### config.mk
export PLATFORM = sky130hd
export DESIGN_NAME = wide_byte_access
export DESIGN_NICKNAME = d
export VERILOG_FILES = /design/src/rtl/wab_pkg.sv /design/src/rtl/wab_decode.sv /design/src/rtl/wab_rd_snapshot.sv /design/src/rtl/wab_wr_assembler.sv /design/src/rtl/wide_byte_access.sv
export SDC_FILE = /design/constraint.sdc
export NUM_CORES = 1
export LEC_CHECK = 0
export BUFFER_PORTS_ARGS = -buffer_cell sky130_fd_sc_hd__clkbuf_2
export CORE_UTILIZATION = 58
export CTS_BUF_LIST = sky130_fd_sc_hd__clkbuf_8
export DETAILED_ROUTE_END_ITERATION = 12
export HOLD_SLACK_MARGIN = 0.15
export PLACE_DENSITY_LB_ADDON = 0.2
export SLEW_MARGIN = 30
export SYNTH_ARGS = -nofsm -noshare
export SYNTH_HDL_FRONTEND = slang
export SYNTH_SLANG_ARGS = --single-unit
### constraint.sdc
create_clock -name clk -period 6.7 [get_ports clk]
set_input_delay 1.005 -clock clk [delete_from_list [all_inputs] [get_ports clk]]
set_output_delay 1.005 -clock clk [all_outputs]
set_load 0.01 [all_outputs]
### src/rtl/wab_pkg.sv
package wab_pkg;
  localparam int unsigned BYTE_W = 8;
  localparam int unsigned VAL_W  = 24;

  // Select byte p of a wide value.
  function automatic logic [BYTE_W-1:0] pick_byte(input logic [VAL_W-1:0] v,
                                                  input logic [1:0] p);
    return v[{p, 3'b000} +: BYTE_W];
  endfunction

  // Replace byte p of a wide value.
  function automatic logic [VAL_W-1:0] put_byte(input logic [VAL_W-1:0] v,
                                                input logic [1:0] p,
                                                input logic [BYTE_W-1:0] b);
    logic [VAL_W-1:0] r;
    r = v;
    r[{p, 3'b000} +: BYTE_W] = b;
    return r;
  endfunction
endpackage

### src/rtl/wab_decode.sv
module wab_decode #(
  parameter int unsigned NWIDE  = 3,
  parameter int unsigned ADDR_W = 8,
  parameter int unsigned IDX_W  = 2,
  parameter logic [NWIDE*ADDR_W-1:0] BASE_MAP = '0,
  parameter logic [NWIDE*2-1:0]      SIZE_MAP = '0
) (
  input  logic              clk,
  input  logic              rst_n,
  input  logic [ADDR_W-1:0] addr,
  output logic              hit,
  output logic [IDX_W-1:0]  idx,
  output logic [1:0]        pos,
  output logic              last
);
  logic [NWIDE-1:0]  hit_vec;
  logic [ADDR_W-1:0] off_arr [NWIDE];
  logic [1:0]        size_arr [NWIDE];

  for (genvar i = 0; i < NWIDE; i++) begin : g_win
    localparam logic [ADDR_W-1:0] BASE = BASE_MAP[i*ADDR_W +: ADDR_W];
    localparam logic [1:0]        SZ   = SIZE_MAP[i*2 +: 2];
    assign off_arr[i]  = addr - BASE;
    assign size_arr[i] = SZ;
    assign hit_vec[i]  = off_arr[i] < ADDR_W'(SZ);
  end

  always_comb begin
    hit  = 1'b0;
    idx  = '0;
    pos  = 2'd0;
    last = 1'b0;
    for (int i = NWIDE - 1; i >= 0; i--) begin
      if (hit_vec[i]) begin
        hit  = 1'b1;
        idx  = IDX_W'(i);
        pos  = off_arr[i][1:0];
        last = (off_arr[i][1:0] == size_arr[i] - 2'd1);
      end
    end
  end

  // windows of the map never overlap
  a_r1_single_owner: assert property (@(posedge clk) disable iff (!rst_n)
    $onehot0(hit_vec));
endmodule

### src/rtl/wab_rd_snapshot.sv
module wab_rd_snapshot
  import wab_pkg::*;
#(
  parameter int unsigned IDX_W = 2
) (
  input  logic             clk,
  input  logic             rst_n,
  input  logic             rd_evt,
  input  logic [IDX_W-1:0] idx,
  input  logic [1:0]       pos,
  input  logic             last,
  input  logic             stop,
  input  logic [VAL_W-1:0] live_sel,
  output logic             held,
  output logic [VAL_W-1:0] snap_val
);
  logic             snap_pend;
  logic [IDX_W-1:0] snap_idx;
  logic             capture_evt;
  logic             release_evt;

  assign held        = snap_pend && (snap_idx == idx) && (pos != 2'd0);
  assign capture_evt = rd_evt && !stop && (pos == 2'd0);
  assign release_evt = rd_evt && !stop && held && last;

  always_ff @(posedge clk) begin
    if (!rst_n) begin
      snap_pend <= 1'b0;
      snap_idx  <= '0;
      snap_val  <= '0;
    end else if (stop) begin
      snap_pend <= 1'b0;
    end else if (capture_evt) begin
      snap_pend <= 1'b1;
      snap_idx  <= idx;
      snap_val  <= live_sel;
    end else if (release_evt) begin
      snap_pend <= 1'b0;
    end
  end

  // low-byte read captures the live value of the addressed register
  a_r2_capture: assert property (@(posedge clk) disable iff (!rst_n)
    capture_evt |=> snap_pend && snap_val == $past(live_sel) && snap_idx == $past(idx));
  // held copy does not move without a new capture
  a_r3_hold: assert property (@(posedge clk) disable iff (!rst_n)
    !capture_evt |=> $stable(snap_val));
  // high-byte read closes the snapshot
  a_r4_release: assert property (@(posedge clk) disable iff (!rst_n)
    release_evt |=> !snap_pend);
  // STOP drops the snapshot
  a_r8_stop_read: assert property (@(posedge clk) disable iff (!rst_n)
    stop |=> !snap_pend);
endmodule

### src/rtl/wab_wr_assembler.sv
module wab_wr_assembler
  import wab_pkg::*;
#(
  parameter int unsigned IDX_W = 2
) (
  input  logic              clk,
  input  logic              rst_n,
  input  logic              wr_evt,
  input  logic [IDX_W-1:0]  idx,
  input  logic [1:0]        pos,
  input  logic              last,
  input  logic [BYTE_W-1:0] wdata,
  input  logic              stop,
  output logic              commit_valid,
  output logic [IDX_W-1:0]  commit_idx,
  output logic [VAL_W-1:0]  commit_value
);
  logic             asm_pend;
  logic [IDX_W-1:0] asm_idx;
  logic [1:0]       asm_next;
  logic [VAL_W-1:0] asm_buf;
  logic             start_evt;
  logic             accept_evt;

  assign start_evt  = wr_evt && !stop && (pos == 2'd0);
  assign accept_evt = wr_evt && !stop && asm_pend && (pos != 2'd0)
                      && (idx == asm_idx) && (pos == asm_next);

  always_ff @(posedge clk) begin
    if (!rst_n) begin
      asm_pend     <= 1'b0;
      asm_idx      <= '0;
      asm_next     <= 2'd0;
      asm_buf      <= '0;
      commit_valid <= 1'b0;
      commit_idx   <= '0;
      commit_value <= '0;
    end else begin
      commit_valid <= 1'b0;
      if (stop) begin
        asm_pend <= 1'b0;
      end else if (start_evt) begin
        asm_pend <= 1'b1;
        asm_idx  <= idx;
        asm_next <= 2'd1;
        asm_buf  <= put_byte('0, 2'd0, wdata);
      end else if (accept_evt) begin
        if (last) begin
          commit_valid <= 1'b1;
          commit_idx   <= asm_idx;
          commit_value <= put_byte(asm_buf, pos, wdata);
          asm_pend     <= 1'b0;
        end else begin
          asm_buf  <= put_byte(asm_buf, pos, wdata);
          asm_next <= asm_next + 2'd1;
        end
      end
    end
  end

  // a commit always follows a write strobe
  a_r6_commit_after_write: assert property (@(posedge clk) disable iff (!rst_n)
    commit_valid |-> $past(wr_evt));
  // commit lasts exactly one cycle
  a_r6_single_pulse: assert property (@(posedge clk) disable iff (!rst_n)
    commit_valid |=> !commit_valid);
  // STOP leaves no assembly and no commit
  a_r8_stop_write: assert property (@(posedge clk) disable iff (!rst_n)
    stop |=> !asm_pend && !commit_valid);
  // low-byte write (re)starts assembly for the addressed register
  a_r9_restart: assert property (@(posedge clk) disable iff (!rst_n)
    start_evt |=> asm_pend && asm_idx == $past(idx) && !commit_valid);
endmodule

### src/rtl/wide_byte_access.sv
module wide_byte_access
  import wab_pkg::*;
#(
  parameter int unsigned NWIDE  = 3,
  parameter int unsigned ADDR_W = 8,
  parameter logic [NWIDE*ADDR_W-1:0] BASE_MAP = {8'h30, 8'h20, 8'h10},
  parameter logic [NWIDE*2-1:0]      SIZE_MAP = {2'd3, 2'd2, 2'd3},
  localparam int unsigned IDX_W = (NWIDE > 1) ? $clog2(NWIDE) : 1
) (
  input  logic                   clk,
  input  logic                   rst_n,
  input  logic [ADDR_W-1:0]      bus_addr,
  input  logic                   bus_rd,
  input  logic                   bus_wr,
  input  logic [7:0]             bus_wdata,
  input  logic                   bus_stop,
  input  logic [NWIDE*24-1:0]    live_flat,
  input  logic [7:0]             narrow_rdata,
  output logic [7:0]             rd_data,
  output logic                   thru_wr,
  output logic                   commit_valid,
  output logic [IDX_W-1:0]       commit_idx,
  output logic [23:0]            commit_value
);
  logic             hit;
  logic [IDX_W-1:0] idx;
  logic [1:0]       pos;
  logic             last;
  logic             held;
  logic [VAL_W-1:0] snap_val;
  logic [VAL_W-1:0] live_sel;
  logic             rd_evt;
  logic             wr_evt;

  wab_decode #(
    .NWIDE(NWIDE), .ADDR_W(ADDR_W), .IDX_W(IDX_W),
    .BASE_MAP(BASE_MAP), .SIZE_MAP(SIZE_MAP)
  ) u_decode (
    .clk(clk), .rst_n(rst_n), .addr(bus_addr),
    .hit(hit), .idx(idx), .pos(pos), .last(last)
  );

  assign live_sel = live_flat[VAL_W*32'(idx) +: VAL_W];
  assign rd_evt   = bus_rd && hit;
  assign wr_evt   = bus_wr && hit;
  assign thru_wr  = bus_wr && !hit;

  wab_rd_snapshot #(.IDX_W(IDX_W)) u_rd (
    .clk(clk), .rst_n(rst_n), .rd_evt(rd_evt), .idx(idx), .pos(pos),
    .last(last), .stop(bus_stop), .live_sel(live_sel),
    .held(held), .snap_val(snap_val)
  );

  wab_wr_assembler #(.IDX_W(IDX_W)) u_wr (
    .clk(clk), .rst_n(rst_n), .wr_evt(wr_evt), .idx(idx), .pos(pos),
    .last(last), .wdata(bus_wdata), .stop(bus_stop),
    .commit_valid(commit_valid), .commit_idx(commit_idx),
    .commit_value(commit_value)
  );

  always_comb begin
    if (!hit)      rd_data = narrow_rdata;
    else if (held) rd_data = pick_byte(snap_val, pos);
    else           rd_data = pick_byte(live_sel, pos);
  end

  // a pass-through write never produces a wide commit
  a_r10_narrow_no_commit: assert property (@(posedge clk) disable iff (!rst_n)
    thru_wr |=> !commit_valid);
  // commit strobe is low in the first cycle after reset
  a_r11_reset_quiet: assert property (@(posedge clk)
    !rst_n |=> !commit_valid);
endmodule

==> out/metrics.csv, run 1 <==
stage,metric,value,unit
timing,period_needed,5903,ps
critical_path,crit_path_start_kind,input pin,
worst_hold_path,min_path_type,flop to flop,
power_and_ir_drop,ir_worst_vdd,0.1483,mV
critical_path,max_stage_delay,570,ps
yosys,synthesis.nets,681,
yosys,synth_cells,573,
clock_network,numCtsBuffers,9,
place,portBuffers,136,
yosys,synth_area_leaders,"dfxtp_1 (35%), mux2i_1 (12%), nand2_1 (6.4%)",
power_and_ir_drop,power-per-cell-area,173.3,nW/um^2
yosys,synth_top_cell_by_area,dfxtp_1,
die,coreArea,7767,sq um
timing,hold_viol,0,
timing,clock_skew,13.00,ps
timing,setup_tns,0,ps
status,status,"finished, final reports clean",
critical_path,reg2reg_slack,4110,ps
critical_path,crit_arrival,4900,ps
die,ios,137,
clock_network,clk_pin_slew_worst_paths,90,ps
yosys,synth-async-reset-ratio,0,
route,drc_errors,0,
yosys,yosysSeqAreaShare,0.3533,
yosys,synth.distinct_cells,50,
die,die_w,92.05,um
route,post_drt_wl_per_cell,15.41,um
power_and_ir_drop,swShare,0.2622,
grt,antenna_found_initial,0,
timing,clock.fmax,169.4,MHz
route,via_per_inst,5.744,
place,dpl.hpwl,8768,um
yosys,synth.avg_cell_area,8.208,sq um
power_and_ir_drop,power_frac_comb,0.109,
die,die-area,8473,sq um
route,vias,4532,
yosys,synth_edf_count,0,
route,initialDrtViolationCount,289,
route,ant_nets,0,
clock_network,cts_root_buf,clkbuf_8,
timing,setup_viol,0,
grt,grt_pass1_vias,4276,
place,place_congestion,0.9165,
grt,grt_max_degree,85,
yosys,yosysWarnings,0,
clock_network,cts_resized,0,
clock_network,numClockSinks,83,
yosys,ys.flop_type,dfxtp_1,
layout,drive_gt1_frac,0.2824,
timing,finalCritPeriodShare,0.8810,
critical_path,cp_max_fo,31,
layout,syn2layout_area_growth,19.21,%
power_and_ir_drop,p_leak,2.498,nW
power_and_ir_drop,p_int,0.7168,mW
run,max_cap_violations,0,
yosys,synthesis.area,4703,sq um
grt,grt_overflow_total,0,
critical_path,worst_ep_required_time,5690,ps
grt,grt_usage,0.2935,
critical_path,path_class,input pin to output pin,
die,dieHeight,92.05,um
critical_path,worstPathCellList,"clkbuf_2, inv_1, ha_1, a21bo_2, o21a_1, o211ai_1, clkinv_1, ha_1, inv_1, nand4_1, buf_4, mux2_2, nor4_1, a211oi_1, clkbuf_2",
power_and_ir_drop,power.switching,0.2547,mW
clock_network,holdBufCountCts,0,
clock_network,post_cts_buffers,0,
clock_network,h-tree-depth,3,
power_and_ir_drop,power_frac_seq,0.510,
route,firstDrtPassIters,5,
route,routed_wirelength,12160,um
die,start_util,0.6055,
layout,final_area,5607,sq um
layout,final_net_count,790,
clock_network,clockBufferDepth,2,
critical_path,cp_slowest_cell,o211ai_1,
clock_network,clk_latency,360,ps
timing,worst_slew_pin_slew,1008,ps
place,place_area,5403,sq um
timing,relSlewSlack,0.3282,
grt,grt_pass1_wl,20150,um
power_and_ir_drop,p_clk_frac,0.381,
yosys,synth_top_area_frac,0.3533,
clock_network,cts_tree,built,
layout,num_antenna_cells,0,
timing,rsz0062_at_grt,no,
critical_path,crit_path_end_kind,output pin,
yosys,ys_ff_latch,83,
timing,drv_slew,0,
die,row_count,32,
-- routing by layer --
metal  vias to the layer above  share of wire  track usage
met5                         -              0            0
met4                         0          0.018      0.09505
met3                        26          0.053      0.06468
met2                       142           0.47       0.4677
met1                      2118           0.46       0.3933
li1                       2246              -            -
-- synth_stat cells (all sizes together) (2+ instances only) --
cell / n
nor4: 10
xnor2: 6
clkbuf: 37
nand2: 80
xor2: 2
or4: 3
o2111ai: 2
nand3: 18
and3: 2
ha: 7
nand4: 5
o22ai: 8
mux2: 22
nor3: 20
a221oi: 8
clkinv: 2
buf: 9
a211oi: 10
o21ai: 38
dfxtp: 83
nor4b: 2
a21oi: 5
a22o: 16
a22oi: 23
nor2: 41
and2: 7
mux2i: 55
inv: 33
or2: 3
-- power by group through the flow --
stage | Combinational, mW | Clock, mW | Sequential (mW)
2_1_floorplan | 0.0541 | 0 | 0.507
3_5_place_dp | 0.104 | 0 | 0.507
3_3_place_gp | 0.100 | 0 | 0.507
6_report | 0.106 | 0.370 | 0.496
4_1_cts | 0.105 | 0.372 | 0.496
5_1_grt | 0.116 | 0.395 | 0.496
-- state kept, by name, indices dropped and copies added, names as in the netlist --
signal / flops
u_wr.asm_idx: 2
u_wr.asm_next: 2
u_wr.asm_buf: 24
u_wr.commit_value: 24
u_wr.commit_idx: 2
u_rd.snap_pend: 1
u_rd.snap_val: 24
u_rd.snap_idx: 2
u_wr.commit_valid: 1
u_wr.asm_pend: 1
-- kinds of logic after synthesis --
family / count (synthesis) / synth area share
AOI/OAI and AO/OA: 117 / 0.1713
DFF: 83 / 0.3533
and+or+nand+nor: 200 / 0.2011
muxes: 77 / 0.1697
buffers and inverters: 81 / 0.07103
adders and majority gates: 7 / 0.01862
xor gates and xnor gates: 8 / 0.01490
-- critical path: cells and delay by family --
| kind | cells | cell delay (ps) |
|---|---|---|
| multiplexers | 1 | 260 |
| AND/OR/NAND/NOR | 2 | 180 |
| adder cells (fa/ha/maj) | 2 | 590 |
| AO/OA/AOI/OAI | 4 | 1310 |
| buffers and inverters | 6 | 1530 |
-- final timing paths --
check / endpoint / cells after the start / start
worst max register to register: u_wr.asm_pend / 6 / u_wr.asm_idx[0]
worst min register to register: u_wr.commit_value[5] / 2 / u_wr.commit_value[5]
worst max-delay path: rd_data[2] / 15 / bus_addr[5]
worst min-delay path: u_wr.commit_value[5] / 2 / u_wr.commit_value[5]
-- metrics by stage --
step	util	worst slack, ps	hold WS, ps	power (mW)	std cells
6_report	0.7218	797.1	461.0	0.9715	789
5_1_grt	0.7218	520.7	485.3	1.007	789
4_1_cts	0.7215	835.8	464.2	0.9724	789
3_5_place_dp	0.6956	859.6	451.2	0.6112	773
3_3_place_gp	0.6939	1092	443.5	0.6075	773
2_1_floorplan	-	1664	434.7	0.5609	573
-- area by class of cell --
cell class              count  area [sq um]
flip-flops and latches     83          1662
multi-input cells         409          2744
inverters                  35         131.4
fillers                   639          2161
repair buffers            144         740.7
well taps                 102         127.6
clock buffers               9         123.9
clock inverters             7         77.57
-- layout by cell type, fill, tap and decap left out, types with 16 or more instances in the layout --
master    synthesis  routed
clkbuf_2          0     136
dfxtp_1          83      83
nand2_1          80      80
mux2i_1          55      54
nor2_1           41      40
o21ai_0          38      38
inv_1            33      34
a22oi_1          23      23
mux2_2           22      22
nor3_1           20      19
nand3_1          18      18
a22o_1           16      16
Note: power is estimated with default switching activity, not from simulation.
==> inputs of run 2 (changes only) <==
--- a/config.mk
+++ b/config.mk
@@ -5,7 +5,7 @@
 export SDC_FILE = /design/constraint.sdc
 export NUM_CORES = 1
 export LEC_CHECK = 0
-export BUFFER_PORTS_ARGS = -buffer_cell sky130_fd_sc_hd__clkbuf_2
+export BUFFER_PORTS_ARGS = -buffer_cell sky130_fd_sc_hd__buf_2
 export CORE_UTILIZATION = 58
 export CTS_BUF_LIST = sky130_fd_sc_hd__clkbuf_8
 export DETAILED_ROUTE_END_ITERATION = 12
==> out/metrics.csv, run 2 (same netlist as run 1, synthesis figures left out) <==
stage,metric,value,unit,change
power_and_ir_drop,power-per-cell-area,167.6,nW/um^2,-3.3%
timing,finalCritPeriodShare,0.8756,,-0.005444
route,drc_errors,0,,unchanged
clock_network,post_cts_buffers,0,,unchanged
place,place_worst_setup_slack,940.2,ps,+80.59 ps
timing,setup_viol,0,,unchanged
timing,rsz0062_at_grt,no,,
place,dpl.hpwl,8690,um,-0.89%
clock_network,clk_latency,360,ps,about the same
worst_hold_path,min_path_type,flop to flop,,
timing,fin_ws,833.5,ps,+36.47 ps
layout,final_net_count,790,,unchanged
timing,clock.fmax,170.5,MHz,+0.62%
layout,multi_input_area,2744,sq um,unchanged
grt,grt_pass1_wl,20090,um,-0.31%
timing,setup_tns,0,ps,unchanged
clock_network,clk_pin_slew_worst_paths,90,ps,about the same
clock_network,h-tree-depth,3,,unchanged
die,die_w,92.05,um,unchanged
timing,hold_viol,0,,unchanged
clock_network,numClockSinks,83,,unchanged
layout,drive_gt1_frac,0.2824,,unchanged
die,dieHeight,92.05,um,unchanged
grt,grt_max_degree,85,,unchanged
grt,grt_overflow_total,0,,unchanged
place,place_area,5403,sq um,unchanged
layout,nFillCells,646,,+1.1%
route,firstDrtPassIters,9,,+4
layout,final_area,5583,sq um,-0.42%
timing,worst_slew_pin_slew,965.7,ps,-41.91 ps
clock_network,cts_tree,built,,
grt,antenna_found_initial,0,,unchanged
layout,layout_commonest_cell,buf_2,,
route,post_drt_wl_per_cell,15.44,um,+0.16%
critical_path,max_stage_delay,540,ps,-30 ps
layout,syn2layout_area_growth,18.70,%,
critical_path,crit_family,buffers and inverters,,
timing,relSlewSlack,0.3562,,+0.02794
critical_path,path_buf_inv,6,,unchanged
clock_network,clockBufferDepth,2,,unchanged
timing,drv_slew,0,,unchanged
critical_path,crit_arrival,4860,ps,-40 ps
critical_path,worstPathCellList,"buf_2, inv_1, ha_1, a21bo_2, o21a_1, o211ai_1, clkinv_1, ha_1, inv_1, nand4_1, buf_4, mux2_2, nor4_1, a211oi_1, buf_2",,
route,vias,4556,,+0.53%
critical_path,cp_slowest_cell,o211ai_1,,
critical_path,crit_path_end_kind,output pin,,
clock_network,cts_resized,0,,unchanged
critical_path,cp_max_fo,31,,unchanged
run,max_cap_violations,0,,unchanged
route,ant_nets,0,,unchanged
grt,grt_usage,0.2925,,-0.0009744
critical_path,crit_path_start_kind,input pin,,
die,ios,137,,unchanged
die,start_util,0.6055,,unchanged
die,coreArea,7767,sq um,unchanged
critical_path,worst_ep_required_time,5690,ps,about the same
timing,hold_ws,458.2,ps,-2.842 ps
timing,clock_skew,11.79,ps,-1.214 ps
clock_network,numCtsBuffers,9,,unchanged
power_and_ir_drop,p_leak,2.482,nW,-0.65%
layout,reg.largest.list,"u_rd.snap_val (24), u_wr.asm_buf (24), u_wr.commit_value (24)",,
layout,most-common-layout-cells,"buf_2 (136), dfxtp_1 (83), nand2_1 (80), mux2i_1 (54), nor2_1 (40)",,
die,row_count,32,,unchanged
critical_path,path_class,input pin to output pin,,
grt,grt_pass1_vias,4270,,-0.14%
route,routed_wirelength,12180,um,+0.16%
route,initialDrtViolationCount,282,,-2.4%
die,die-area,8473,sq um,unchanged
layout,num_antenna_cells,0,,unchanged
power_and_ir_drop,ir_worst_vdd,0.1128,mV,-24%
timing,period_needed,5866,ps,-36.47 ps
clock_network,cts_root_buf,clkbuf_8,,
route,via_per_inst,5.774,,+0.53%
place,portBuffers,136,,unchanged
layout,post-route-util,0.7188,,-0.003061
status,status,"finished, final reports clean",,
place,place_congestion,0.9035,,-1.4%
layout,seq_area,1662,sq um,unchanged
clock_network,holdBufCountCts,0,,unchanged
run 2: cell count changes in the layout (fill, tap and decap cells not counted), sizes merged:
cell      delta
clkinvlp     +2
clkbuf     -136
buf        +136
clkinv       -1
bufinv       -1
run 2: power by group:
group / switching, mW / total (mW) / internal, mW / leakage [nW]
Combinational: 0.0592 / 0.106 / 0.0470 / 1.73
Sequential: 0.00104 / 0.496 / 0.495 / 0.668
Clock: 0.197 / 0.334 / 0.137 / 0.0812
Total: 0.257 / 0.936 / 0.679 / 2.48
run 2: per-stage QoR:
stage          cells  total power [mW]
5_1_grt          789            0.9711
3_5_place_dp     773            0.6112
6_report         789            0.9359
2_1_floorplan    573            0.5609
3_3_place_gp     773            0.6073
4_1_cts          789            0.9373
run 2: layout make-up:
cell class / instances / area share
Tap cell: 102 / 0.02286
Timing Repair Buffer: 144 / 0.1327
Inverter: 35 / 0.02353
Clock inverter: 7 / 0.009637
Multi-Input combinational cell: 409 / 0.4915
Sequential cell: 83 / 0.2976
Clock buffer: 9 / 0.02219
run 2: layer usage:
layer  wire length (um)  GRT usage
met5                  0          0
met4                138    0.08724
met3                705    0.04726
met2               5767     0.4851
met1               5569     0.3902
run 2: final timing paths:
check                       start              endpoint  slack [ps]  depth (start not counted)
min          u_wr.commit_value[1]  u_wr.commit_value[1]         460                          2
max                   bus_addr[6]            rd_data[4]         830                         15
max reg2reg       u_wr.asm_idx[0]         u_wr.asm_pend        4070                          6
min reg2reg  u_wr.commit_value[1]  u_wr.commit_value[1]         460                          2
run 2: tightest hold or removal path, cell delays in order (launching register included):
cell,delay [ps]
dfxtp_1,310
nand2_1,50
mux2i_1,50
==> inputs of run 3 (changes only) <==
==> constraint.sdc (replaced) <==
create_clock -name clk -period 6.7 [get_ports clk]
set_input_delay 1.34 -clock clk [delete_from_list [all_inputs] [get_ports clk]]
set_output_delay 1.34 -clock clk [all_outputs]
set_load 0.01 [all_outputs]
==> out/metrics.csv, run 3 (same netlist as run 1, synthesis figures left out) <==
stage,metric,value,unit,change
status,status,"finished, final reports clean",,
timing,hold_viol,0,,unchanged
power_and_ir_drop,ir_worst_vdd,0.1469,mV,+30%
clock_network,cts_root_buf,clkbuf_8,,
route,vias,4574,,+0.40%
die,row_count,32,,unchanged
route,drc_errors,0,,unchanged
die,ios,137,,unchanged
timing,fin_ws,403.4,ps,-430.1 ps
route,ant_nets,0,,unchanged
timing,setup_tns,0,ps,unchanged
timing,clock_skew,14.54,ps,+2.752 ps
grt,grt_max_degree,85,,unchanged
clock_network,numClockSinks,83,,unchanged
place,place_worst_setup_slack,428.0,ps,-512.2 ps
critical_path,path_class,input pin to output pin,,
die,die_w,92.05,um,unchanged
layout,reg.largest.list,"u_rd.snap_val (24), u_wr.asm_buf (24), u_wr.commit_value (24)",,
layout,layout_commonest_cell,buf_2,,
clock_network,holdBufCountCts,0,,unchanged
place,place_congestion,0.9939,,+10%
timing,rsz0062_at_grt,no,,
power_and_ir_drop,power-per-cell-area,180.2,nW/um^2,+7.5%
layout,drive_gt1_frac,0.2841,,+0.001671
worst_hold_path,hold_start,u_wr.commit_value[5],,
clock_network,numCtsBuffers,9,,unchanged
worst_hold_path,worstHoldPathCells,2,,unchanged
route,initialDrtViolationCount,309,,+9.6%
place,portBuffers,136,,unchanged
layout,syn2layout_area_growth,20.19,%,
clock_network,h-tree-depth,3,,unchanged
clock_network,clk_pin_slew_worst_paths,100,ps,about the same
layout,most-common-layout-cells,"buf_2 (136), dfxtp_1 (83), nand2_1 (80), mux2i_1 (54), nor2_1 (41)",,
clock_network,cts_tree,built,,
critical_path,crit_path_start_kind,input pin,,
timing,drv_slew,0,,unchanged
die,dieHeight,92.05,um,unchanged
clock_network,clk_latency,350,ps,about the same
die,coreArea,7767,sq um,unchanged
grt,grt_usage,0.2917,,-0.0008292
route,post_drt_wl_per_cell,15.34,um,-0.60%
timing,clock.fmax,158.8,MHz,-6.8%
clock_network,clockBufferDepth,2,,unchanged
critical_path,worst_ep_required_time,5360,ps,-330 ps
route,firstDrtPassIters,5,,-4
clock_network,cts_resized,0,,unchanged
route,via_per_inst,5.775,,about the same
critical_path,reg2reg_to,u_wr.commit_value[17],,
grt,antenna_found_initial,0,,unchanged
critical_path,reg2reg_slack,4080,ps,about the same
critical_path,crit_path_end_kind,output pin,,
timing,relSlewSlack,0.3524,,-0.003784
timing,setup_viol,0,,unchanged
layout,nFillCells,637,,-1.4%
clock_network,post_cts_buffers,0,,unchanged
critical_path,crit_family,buffers and inverters,,
grt,grt_pass1_wl,19830,um,-1.3%
critical_path,worstPathCellList,"buf_2, inv_1, ha_1, a21bo_2, o21a_1, o211ai_1, clkinv_1, buf_4, ha_1, inv_1, nand4_1, buf_4, mux2_2, nor4_1, a211oi_1, buf_2",,
critical_path,r2r-start,u_wr.asm_idx[1],,
layout,num_antenna_cells,0,,unchanged
timing,worst_slew_pin_slew,967.8,ps,+2.101 ps
worst_hold_path,min_path_type,flop to flop,,
run,max_cap_violations,0,,unchanged
power_and_ir_drop,p_leak,2.528,nW,+1.8%
critical_path,max_stage_delay,540,ps,about the same
critical_path,crit_arrival,4960,ps,+100 ps
grt,grt_overflow_total,0,,unchanged
timing,finalCritPeriodShare,0.9398,,+0.06419
die,die-area,8473,sq um,unchanged
place,dpl.hpwl,8757,um,+0.77%
timing,period_needed,6297,ps,+430.1 ps
critical_path,cp_max_fo,31,,unchanged
route,routed_wirelength,12150,um,-0.22%
worst_hold_path,min_to,u_wr.commit_value[5],,
die,start_util,0.6055,,unchanged
critical_path,worst-r2r-cell-count,6,,unchanged
critical_path,path_buf_inv,7,,+1
critical_path,cp_slowest_cell,o211ai_1,,
layout,final_net_count,793,,+0.38%
grt,grt_pass1_vias,4210,,-1.4%
-- run 3: worst max path at each step --
| stage | end | cells after the start | start |
|---|---|---|---|
| 6_report | rd_data[2] | 16 | bus_addr[5] |
| 5_1_grt | rd_data[2] | 16 | bus_addr[5] |
| 4_1_cts | rd_data[2] | 16 | bus_addr[5] |
| 3_5_place_dp | rd_data[2] | 16 | bus_addr[5] |
| 3_3_place_gp | rd_data[0] | 16 | bus_addr[6] |
| 2_1_floorplan | rd_data[2] | 16 | bus_addr[6] |
-- run 3: per-stage QoR --
step           area, sq um  power [mW]  utilization  cells  hold WS (ps)
2_1_floorplan         4703      0.5609            -    573         434.7
3_3_place_gp          5413      0.6078       0.6968    776         441.7
3_5_place_dp          5419      0.6112       0.6976    776         449.0
4_1_cts               5653       1.022       0.7278    792         461.8
5_1_grt               5653       1.052       0.7278    792         475.1
6_report              5653       1.019       0.7278    792         458.6
-- run 3: report_power, final --
part	leakage (nW)	internal, mW	switching (mW)
Clock	0.115	0.225	0.193
Sequential	0.668	0.495	0.00107
Combinational	1.74	0.0470	0.0585
-- run 3: area by class of cell --
type | count | area (sq um) | share of cell area
Clock buffer | 10 | 137.6 | 0.02435
Clock inverter | 6 | 96.34 | 0.01704
Inverter | 35 | 131.4 | 0.02324
Multi-Input combinational cell | 409 | 2735 | 0.4838
Sequential cell | 83 | 1662 | 0.2939
Tap cell | 102 | 127.6 | 0.02258
Timing Repair Buffer | 147 | 763.2 | 0.1350
-- run 3: worst min-delay path: cells and delay by family, from the launching register on --
kind | cells | cell delay (ps)
simple gates | 1 | 50
flops | 1 | 320
mux | 1 | 50
-- run 3: per-layer routing --
layer,GRT usage,share of wire,vias to the layer above,wire length (um)
li1,-,-,2254,-
met1,0.3961,0.46,2121,5587
met2,0.4770,0.47,186,5667
met3,0.04726,0.065,13,787
met4,0.08333,0.0091,0,110
met5,0,0,-,0
